File: src/rtl/gpio_irq_pkg.sv
package gpio_irq_pkg;
    // Base byte offsets of the interrupt registers
    localparam int unsigned CAUSE_OFFSET = 'h14;
    localparam int unsigned EMASK_BASE   = 'h18;
    localparam int unsigned LMASK_BASE   = 'h1C;
endpackage

File: src/rtl/gpio_irq_regfile.sv
module gpio_irq_regfile
    import gpio_irq_pkg::*;
#(
    parameter int NUM_PINS = 32,
    parameter int ADDR_W   = 12,
    parameter int MASK_OFS = 0
) (
    input  logic                clk,
    input  logic                rst_n,
    input  logic                bus_wr,
    input  logic [ADDR_W-1:0]   bus_addr,
    input  logic [NUM_PINS-1:0] bus_wdata,
    input  logic [NUM_PINS-1:0] cause_i,
    output logic                cause_wr_o,
    output logic [NUM_PINS-1:0] edge_mask_o,
    output logic [NUM_PINS-1:0] level_mask_o,
    output logic [NUM_PINS-1:0] bus_rdata
);
    localparam logic [ADDR_W-1:0] A_CAUSE = ADDR_W'(CAUSE_OFFSET);
    localparam logic [ADDR_W-1:0] A_EMASK = ADDR_W'(EMASK_BASE + MASK_OFS);
    localparam logic [ADDR_W-1:0] A_LMASK = ADDR_W'(LMASK_BASE + MASK_OFS);

    typedef struct packed {
        logic [NUM_PINS-1:0] emask;
        logic [NUM_PINS-1:0] lmask;
    } mask_t;

    mask_t s_d, s_q;
    logic  hit_c, hit_e, hit_l;

    always_comb begin
        hit_c = (bus_addr == A_CAUSE);
        hit_e = (bus_addr == A_EMASK);
        hit_l = (bus_addr == A_LMASK);
        s_d   = s_q;
        if (bus_wr && hit_e) s_d.emask = bus_wdata;
        if (bus_wr && hit_l) s_d.lmask = bus_wdata;
    end

    always_comb begin
        bus_rdata = '0;
        if (hit_c)      bus_rdata = cause_i;
        else if (hit_e) bus_rdata = s_q.emask;
        else if (hit_l) bus_rdata = s_q.lmask;
    end

    always_ff @(posedge clk or negedge rst_n) begin
        if (!rst_n) s_q <= '0;
        else        s_q <= s_d;
    end

    assign cause_wr_o   = bus_wr && hit_c;
    assign edge_mask_o  = s_q.emask;
    assign level_mask_o = s_q.lmask;
endmodule

File: src/rtl/gpio_irq_edge.sv
module gpio_irq_edge #(
    parameter int NUM_PINS = 32
) (
    input  logic                clk,
    input  logic                rst_n,
    input  logic [NUM_PINS-1:0] pin_adj,
    input  logic [NUM_PINS-1:0] pin_is_in,
    input  logic                cause_wr,
    input  logic [NUM_PINS-1:0] wr_data,
    output logic [NUM_PINS-1:0] cause_o
);
    typedef struct packed {
        logic [NUM_PINS-1:0] prev;
        logic [NUM_PINS-1:0] cause;
        logic                primed;
    } edge_t;

    edge_t               s_d, s_q;
    logic [NUM_PINS-1:0] rise_w;
    logic [NUM_PINS-1:0] keep_w;

    always_comb begin
        rise_w     = s_q.primed ? (pin_adj & ~s_q.prev & pin_is_in) : '0;
        keep_w     = cause_wr ? wr_data : '1;
        s_d.cause  = (s_q.cause & keep_w) | rise_w;   // a new edge beats the clear
        s_d.prev   = pin_adj;
        s_d.primed = 1'b1;
    end

    always_ff @(posedge clk or negedge rst_n) begin
        if (!rst_n) s_q <= '0;
        else        s_q <= s_d;
    end

    assign cause_o = s_q.cause;
endmodule

File: src/rtl/gpio_irq_group.sv
module gpio_irq_group #(
    parameter int NUM_PINS = 32,
    parameter int GROUP_W  = 8,
    localparam int NUM_GROUPS = NUM_PINS / GROUP_W
) (
    input  logic                  clk,
    input  logic                  rst_n,
    input  logic [NUM_PINS-1:0]   pin_adj,
    input  logic [NUM_PINS-1:0]   level_mask,
    input  logic [NUM_PINS-1:0]   cause,
    input  logic [NUM_PINS-1:0]   edge_mask,
    output logic [NUM_GROUPS-1:0] grp_irq
);
    typedef struct packed {
        logic [NUM_GROUPS-1:0] irq;
    } grp_t;

    grp_t                s_d, s_q;
    logic [NUM_PINS-1:0] pending;

    assign pending = (pin_adj & level_mask) | (cause & edge_mask);

    for (genvar g = 0; g < NUM_GROUPS; g++) begin : g_or
        always_comb s_d.irq[g] = |pending[g*GROUP_W +: GROUP_W];
    end

    always_ff @(posedge clk or negedge rst_n) begin
        if (!rst_n) s_q <= '0;
        else        s_q <= s_d;
    end

    assign grp_irq = s_q.irq;
endmodule

File: src/rtl/gpio_irq_agg.sv
module gpio_irq_agg #(
    parameter int NUM_PINS = 32,
    parameter int GROUP_W  = 8,
    parameter int ADDR_W   = 12,
    parameter int MASK_OFS = 0,
    localparam int NUM_GROUPS = NUM_PINS / GROUP_W
) (
    input  logic                  clk,
    input  logic                  rst_n,
    input  logic [NUM_PINS-1:0]   pin_adj,
    input  logic [NUM_PINS-1:0]   pin_is_in,
    input  logic                  bus_wr,
    input  logic [ADDR_W-1:0]     bus_addr,
    input  logic [NUM_PINS-1:0]   bus_wdata,
    output logic [NUM_PINS-1:0]   bus_rdata,
    output logic [NUM_GROUPS-1:0] grp_irq
);
    logic                cause_wr;
    logic [NUM_PINS-1:0] cause_vec;
    logic [NUM_PINS-1:0] edge_mask_vec;
    logic [NUM_PINS-1:0] level_mask_vec;

    gpio_irq_regfile #(
        .NUM_PINS(NUM_PINS), .ADDR_W(ADDR_W), .MASK_OFS(MASK_OFS)
    ) u_regs (
        .clk(clk), .rst_n(rst_n),
        .bus_wr(bus_wr), .bus_addr(bus_addr), .bus_wdata(bus_wdata),
        .cause_i(cause_vec), .cause_wr_o(cause_wr),
        .edge_mask_o(edge_mask_vec), .level_mask_o(level_mask_vec),
        .bus_rdata(bus_rdata)
    );

    gpio_irq_edge #(.NUM_PINS(NUM_PINS)) u_edge (
        .clk(clk), .rst_n(rst_n),
        .pin_adj(pin_adj), .pin_is_in(pin_is_in),
        .cause_wr(cause_wr), .wr_data(bus_wdata),
        .cause_o(cause_vec)
    );

    gpio_irq_group #(.NUM_PINS(NUM_PINS), .GROUP_W(GROUP_W)) u_grp (
        .clk(clk), .rst_n(rst_n),
        .pin_adj(pin_adj), .level_mask(level_mask_vec),
        .cause(cause_vec), .edge_mask(edge_mask_vec),
        .grp_irq(grp_irq)
    );
endmodule

File: config.mk
export PLATFORM = sky130hd
export DESIGN_NAME = gpio_irq_agg
export DESIGN_NICKNAME = d
export VERILOG_FILES = /design/src/rtl/gpio_irq_pkg.sv /design/src/rtl/gpio_irq_regfile.sv /design/src/rtl/gpio_irq_edge.sv /design/src/rtl/gpio_irq_group.sv /design/src/rtl/gpio_irq_agg.sv
export SDC_FILE = /design/constraint.sdc
export NUM_CORES = 1
export LEC_CHECK = 0
export ABC_AREA = 1
export CORE_MARGIN = 1
export CORE_UTILIZATION = 50
export CTS_BUF_LIST = sky130_fd_sc_hd__clkbuf_16
export CTS_CLUSTER_DIAMETER = 30
export DETAILED_ROUTE_END_ITERATION = 10
export DONT_BUFFER_PORTS = 1
export GPL_TIMING_DRIVEN = 0
export MAX_ROUTING_LAYER = met4
export SLEW_MARGIN = 20
export SYNTH_ARGS = -nofsm -noshare
export SYNTH_HDL_FRONTEND = slang
export SYNTH_SLANG_ARGS = --single-unit
File: constraint.sdc
create_clock -name clk -period 1.6 [get_ports clk]
set_input_delay 0.24 -clock clk [delete_from_list [all_inputs] [get_ports clk]]
set_output_delay 0.24 -clock clk [all_outputs]
set_load 0.005 [all_outputs]
==> impl_summary.log, run 1 <==
[metrics] outcome: finished with violations
[metrics] failing checks: hold timing
[metrics] R2R cell count: 3
[metrics] worst-case clock skew: 0.00635 ns
[metrics] Routed Wire Length: 20900 um
[metrics] row count: 41
[metrics] number of ports placed on the die boundary: 147
[metrics] fin cells: 1149
[metrics] Initial DRC Count: 560
[metrics] slew margin rel.: 53.6%
[metrics] worst flop-to-flop path endpoint: u_edge.cause_o[21]$_DFF_PN0_
[metrics] largest buffer count on any clock path: 2
[metrics] Mapped Area: 0.00655 sq mm
[metrics] post-detailed-route wirelength per cell: 18.1 um
[metrics] height of the die: 116 um
[metrics] actual slew at the worst max-slew pin: 0.697 ns
[metrics] Synth Register Bits: 133
[metrics] number of pins with negative max-slew slack in the final report: 0
[metrics] Area growth syn-to-layout: 31.1%
[metrics] most frequent cells in the layout: nand2_1, dfrtp_1, nand3_1
[metrics] most common cell after layout, fill and taps aside: nand2_1
[metrics] total of fill cells in the finished design: 1169
[metrics] finished layout cell area: 0.00859 sq mm
[metrics] Period minus WS final: 1.57 ns
[metrics] launching element of the worst setup path: bus_addr[8]
[metrics] endpoint arrival time on the critical path: 1.33 ns
[metrics] RSZ-0062 raised after global routing: yes
[metrics] mux contribution to synthesized area: 0%
[metrics] share of synthesized area occupied by flip-flops and latches: 50.8%
[metrics] Setup Crit Path Kind: primary input to primary output
[metrics] Cell Area, Placed: 0.00677 sq mm
[metrics] Core Region: 0.0127 sq mm
[metrics] yosys warns: 0
[metrics] arithmetic-cell share of the synthesized area counting full adders, half adders and majority gates: 0%
[metrics] GRT Resource Usage Total: 33.1%
[metrics] width of the die: 116 um
[metrics] number of buffers inserted during clock tree synthesis: 17
[metrics] grt total ovfl: 0
[metrics] buffer cell driving the clock tree root: clkbuf_16
[metrics] compound-gate portion of the synthesized area: 8.69%
[metrics] pin count of the biggest net entering global routing: 134
[metrics] quantity of I/O buffers inserted on ports: 0
[metrics] FF-to-FF Start: u_edge.s_q[0]$_DFF_PN0_
[metrics] TritonCTS clock tree: built
[metrics] maxcap violations: 0
[metrics] Peak VDD IR: 1190 uV
[metrics] Pre-antenna DRT Iters: 7
[metrics] worst reg-to-reg setup slack: 0.12 ns
[metrics] mean instance size in the synthesized netlist: 7.77 sq um
[metrics] share of the cycle needed by the critical path after routing: 98.3%
[metrics] data required time at the worst endpoint: 1.36 ns
[metrics] simple-gate portion of the synthesized area: 31.7%
[metrics] number of antenna violations at the first check in global routing: 0
[metrics] largest family of logic cells by synthesized area: simple AND/OR/NAND/NOR gates
[metrics] number of nets produced by synthesis: 954
[metrics] fraction of layout cells with a size suffix above 1: 10.3%
[metrics] cell count after synthesis: 843
[metrics] path category of the worst min-delay check: primary input to async pin
[metrics] source-to-sink clock delay at the later pin of the worst-skew pair: 0.42 ns
[metrics] number of global-route vias before repair: 6201
[metrics] startpoint class of the critical path: primary input
[metrics] detailed placer's ending HPWL: 13100 um
[metrics] Initial Util: 51.5%
[metrics] ratio of routed vias to standard cells: 5.61
[metrics] Die Area: 0.0136 sq mm
[metrics] final core occ: 67.5%
[metrics] # placed instances: 1015
[metrics] final layout net count: 1075
[metrics] remaining antenna violation count after routing: 0
[metrics] via count: 6444
[metrics] Unique masters post-synth: 26
[metrics] CTS H-Tree Depth: 4
[metrics] smallest hold slack: -0.489 ns
[metrics] endpoints failing hold: 133
[metrics] number of hold buffers added after cts: 92
[metrics] power density over cell area: 906 mW/mm^2
[metrics] count of endpoints failing setup in the final report: 0
[metrics] element type at the critical path end: primary output
[metrics] number of sinks handled by clock tree synthesis: 133
[metrics] Remaining DRCs: 0
[metrics] Ant. Diodes: 0
[metrics] area share of xor/xnor cells in the synthesized design: 0%
[metrics] CP Max Fanout: 5
[metrics] first-pass GRT wire length: 32100 um
[metrics] maximum clock frequency: 636 MHz
[metrics] P_leak: 4.38 nW
[metrics] CTS clock-pin slew for the worst setup and hold paths: 0.05 ns
[metrics] routability cong.: 0.876
==> report_power, final <==
part	switching (mW)	total (mW)	internal, mW
combinational	0.227	0.456	0.229
sequential	0.0539	3.52	3.46
clock	1.41	3.81	2.40
==> routing by layer <==
layer	track usage [%]	wire length, um
met1	44.1	8840
met2	49.6	9740
met3	7.27	1830
met4	12.0	446
met5	-	0
==> layout make-up <==
class / instances / area, sq um / share of cell area [%]
Buffer: 50 / 340 / 3.96
Clock buffer: 17 / 425 / 4.95
Clock inverter: 15 / 146 / 1.70
Inverter: 88 / 338 / 3.93
Multi-Input combinational cell: 571 / 2710 / 31.6
Sequential cell: 133 / 3330 / 38.7
Tap cell: 172 / 215 / 2.51
Timing Repair Buffer: 103 / 1080 / 12.6
==> what timing repair did <==
item,4_1_cts,5_1_grt
setup endpoints to repair,32,32
resized for setup,33,47
gates cloned,2,3
pin swaps,3,23
setup buffers,4,2
endpoints found under the hold margin,259,133
==> cell usage after synthesis <==
cell / number / area (sq um)
buf_2: 12 / 60.1
nor2_4: 1 / 11.3
buf_6: 2 / 22.5
dfrtp_1: 133 / 3330
buf_4: 7 / 52.6
a211oi_1: 1 / 7.51
buf_1: 3 / 11.3
nand2_2: 2 / 12.5
nand4_1: 41 / 257
or2_2: 5 / 31.3
nand2_1: 247 / 927
nor2_1: 7 / 26.3
conb_1: 1 / 3.75
o2111ai_1: 1 / 8.76
clkinv_1: 1 / 3.75
nor2_2: 4 / 25.0
nor3_1: 4 / 20.0
o21ai_1: 8 / 40.0
a21oi_1: 4 / 20.0
a22o_1: 2 / 17.5
inv_1: 87 / 327
clkbuf_1: 27 / 101
and2_1: 1 / 6.26
o21ai_0: 95 / 475
nand3_1: 129 / 646
or2_0: 18 / 113
==> worst max path at each step <==
stage	to	slack (ns)	cells after the start
floorplan	bus_rdata[10]	0.17	9
global placement	bus_rdata[21]	-0.21	10
detailed placement	bus_rdata[19]	-0.25	8
CTS	bus_rdata[16]	0.002	10
global route	bus_rdata[17]	-0.05	10
finish	bus_rdata[17]	0.03	10
==> logic make-up (layout without fill, tap and decap cells) <==
logic type      count (synthesis)  after routing
simple gates                  459            459
buf+inv                       139            273
flops                         133            133
other cells                     1              1
compound gates                111            111
==> worst max-delay path, cell delays in order <==
cell and delay [ns]:
nor2_4 0.08, nand2_2 0.07, nor2_4 0.21, buf_6 0.17, buf_8 0.13, clkbuf_16 0.14, nand3_1 0.06, nand3_1 0.08
nand2_1 0.07, inv_1 0.07
==> metrics by stage <==
step | setup slack, ns | power [mW] | TNS (ns)
6_report | 0.0279 | 7.78 | 0
5_1_grt | -0.0516 | 8.03 | -0.651
4_1_cts | 0.00168 | 7.81 | 0
3_5_place_dp | -0.252 | 3.80 | -9.91
3_3_place_gp | -0.212 | 3.79 | -6.35
2_1_floorplan | 0.168 | 3.71 | 0
==> flip-flops by register name (all words and copies together), names as in the netlist <==
| register | flops |
|---|---|
| u_edge.s_q | 33 |
| u_regs.level_mask_o | 32 |
| u_regs.edge_mask_o | 32 |
| u_grp.grp_irq | 4 |
| u_edge.cause_o | 32 |
Note: power is estimated with default switching activity, not from simulation.
==> run 2: changes to the inputs <==
==> constraint.sdc (replaced) <==
create_clock -name clk -period 2.03 [get_ports clk]
set_input_delay 0.3045 -clock clk [delete_from_list [all_inputs] [get_ports clk]]
set_output_delay 0.3045 -clock clk [all_outputs]
set_load 0.005 [all_outputs]
==> run 2 against run 1 <==
  * The flow still finishes with violations (hold timing)
  * Non-clock buffer count fell by 40
  * Register-to-register slack improved by 0.51 ns
  * Die area did not move
  * Power fell by 22%
  * Clock skew barely moved
  * Setup slack improved by 0.14 ns
  * Wire length fell by 2.1%
  * Sequential power fell by 21%
  * First-iteration DRC count fell by 7.7%
  * Clock-buffer cell count did not move
  * Critical path type unchanged
  * Critical endpoint is now bus_rdata[4]
==> impl_summary.log, run 2 (synthesized netlist as in run 1, its figures left out) <==
[metrics] number of buffers inserted during clock tree synthesis: 17
[metrics] Core Region: 0.0127 sq mm
[metrics] smallest hold slack: -0.425 ns
[metrics] post-detailed-route wirelength per cell: 18.4 um
[metrics] Clk pwr share: 49.5%
[metrics] row count: 41
[metrics] startpoint class of the critical path: primary input
[metrics] number of antenna violations at the first check in global routing: 0
[metrics] net switching share of the total power: 21.6%
[metrics] element type at the critical path end: primary output
[metrics] quantity of I/O buffers inserted on ports: 0
[metrics] number of hold buffers added after cts: 62
[metrics] actual slew at the worst max-slew pin: 0.637 ns
[metrics] ratio of routed vias to standard cells: 5.63
[metrics] width of the die: 116 um
[metrics] top register by number of flip-flops: u_edge.s_q
[metrics] grt total ovfl: 0
[metrics] Routed Wire Length: 20400 um
[metrics] Initial Util: 51.5%
[metrics] P_leak: 4.15 nW
[metrics] Peak VDD IR: 927 uV
[metrics] most common cell after layout, fill and taps aside: nand2_1
[metrics] number of pins with negative max-slew slack in the final report: 0
[metrics] final layout net count: 1036
[metrics] Pre-antenna DRT Iters: 5
[metrics] fraction of layout cells with a size suffix above 1: 7.68%
[metrics] slew margin rel.: 57.5%
[metrics] source-to-sink clock delay at the later pin of the worst-skew pair: 0.42 ns
[metrics] R2R cell count: 3
[metrics] switching power summed over all nets: 1.31 mW
[metrics] endpoints failing hold: 133
[metrics] detailed placer's ending HPWL: 13100 um
[metrics] CTS clock-pin slew for the worst setup and hold paths: 0.05 ns
[metrics] worst-case clock skew: 0.00684 ns
[metrics] height of the die: 116 um
[metrics] Period minus WS final: 1.86 ns
[metrics] TritonCTS clock tree: built
[metrics] power density over cell area: 759 mW/mm^2
[metrics] first-pass GRT wire length: 31200 um
[metrics] outcome: finished with violations
[metrics] combinational share of power: 4.7%
[metrics] data required time at the worst endpoint: 1.73 ns
[metrics] maxcap violations: 0
[metrics] max FFs per register: 33
[metrics] Remaining DRCs: 0
[metrics] register share of total power: 45.7%
[metrics] most frequent cells in the layout: nand2_1, dfrtp_1, nand3_1
[metrics] share of the cycle needed by the critical path after routing: 91.5%
[metrics] maximum clock frequency: 538 MHz
[metrics] number of global-route vias before repair: 5979
[metrics] GRT Resource Usage Total: 32.1%
[metrics] number of sinks handled by clock tree synthesis: 133
[metrics] buffer cell driving the clock tree root: clkbuf_16
[metrics] via count: 6250
[metrics] count of endpoints failing setup in the final report: 0
[metrics] Initial DRC Count: 517
[metrics] pin count of the biggest net entering global routing: 134
[metrics] final-layout setup total negative slack: 0 ns
[metrics] remaining antenna violation count after routing: 0
[metrics] largest buffer count on any clock path: 2
[metrics] Ant. Diodes: 0
[metrics] endpoint arrival time on the critical path: 1.55 ns
[metrics] RSZ-0062 raised after global routing: no
[metrics] Setup Crit Path Kind: primary input to primary output
[metrics] failing checks: hold timing
[metrics] routability cong.: 0.876
[metrics] number of ports placed on the die boundary: 147
[metrics] CTS H-Tree Depth: 4
[metrics] Die Area: 0.0136 sq mm
[metrics] Area growth syn-to-layout: 21.9%
[metrics] CP Max Fanout: 10
[metrics] path category of the worst min-delay check: primary input to async pin
[metrics] cell internal power dissipation: 4.75 mW
[metrics] Pwr Total: 6.06 mW
-- run 2: changes by cell type in the layout (fill, tap and decap cells not counted), sizes merged --
cell,delta
dlygate4sd3,-30
buf,-14
clkbuf,+4
clkinv,-1
clkinvlp,+1
nor2,+1
-- run 2: timing repair --
item / CTS / global route
setup buffers: 0 / 1
endpoints found under the setup margin: 0 / 30
gates resized for setup: 0 / 19
hold endpoints to repair: 211 / 133
-- run 2: cell type report --
| class | instances | area, sq um |
|---|---|---|
| timing repair buffer | 63 | 628 |
| tap | 172 | 215 |
| sequential | 133 | 3330 |
| multi-input combinational | 572 | 2650 |
| fill | 1235 | 4740 |
| inverter | 88 | 334 |
| clock inverter | 15 | 146 |
| buffer | 50 | 255 |
| clock buffer | 17 | 425 |
-- run 2: critical path, stage by stage --
cell and delay (ns):
nor2_1 0.09, nand2_1 0.17, nor2_4 0.26, nand2_2 0.09, buf_6 0.15, buf_2 0.20, nand3_1 0.12, nand2_1 0.09
inv_1 0.08
-- run 2: per-stage QoR --
step	area [sq um]	setup slack, ns	utilization [%]	cells	hold slack, ns
finish	7990	0.172	62.8	1110	-0.425
global route	7990	0.0402	62.8	1110	-0.443
CTS	7960	0.0410	62.6	1109	-0.436
detailed placement	6770	0.0494	53.2	1015	0.0122
global placement	6770	0.0889	53.2	1015	0.0115
floorplan	6550	0.469	-	843	0.00891
-- run 2: power by group through the flow --
stage / Sequential (mW) / Combinational, mW / Clock (mW)
after global placement: 2.82 / 0.171 / 0
after floorplan: 2.80 / 0.123 / 0
after CTS: 2.77 / 0.282 / 3.04
final: 2.77 / 0.288 / 3.00
after global routing: 2.78 / 0.314 / 3.16
after detailed placement: 2.82 / 0.175 / 0
-- run 2: metal layers --
metal	wire length, um	part of all wire, %	track usage, %
met1	8930	44	42.8
met3	1710	8.4	7.27
met5	0	0	-
met2	9390	46	48.3
met4	382	1.9	11.1
-- run 2: worst paths after layout --
path	from	slack [ns]	end
worst max register to register	u_edge.s_q[0]$_DFF_PN0_	0.63	u_edge.cause_o[4]$_DFF_PN0_
worst min register to register	u_edge.s_q[57]$_DFF_PN0_	0.43	u_edge.cause_o[24]$_DFF_PN0_
max in group asynchronous	rst_n	2.27	u_regs.level_mask_o[21]$_DFFE_PN0P_
min in group clk	bus_wdata[10]	0.01	u_regs.edge_mask_o[10]$_DFFE_PN0P_
worst max-delay path	bus_addr[7]	0.17	bus_rdata[4]
worst min-delay path	rst_n	-0.43	u_edge.cause_o[7]$_DFF_PN0_
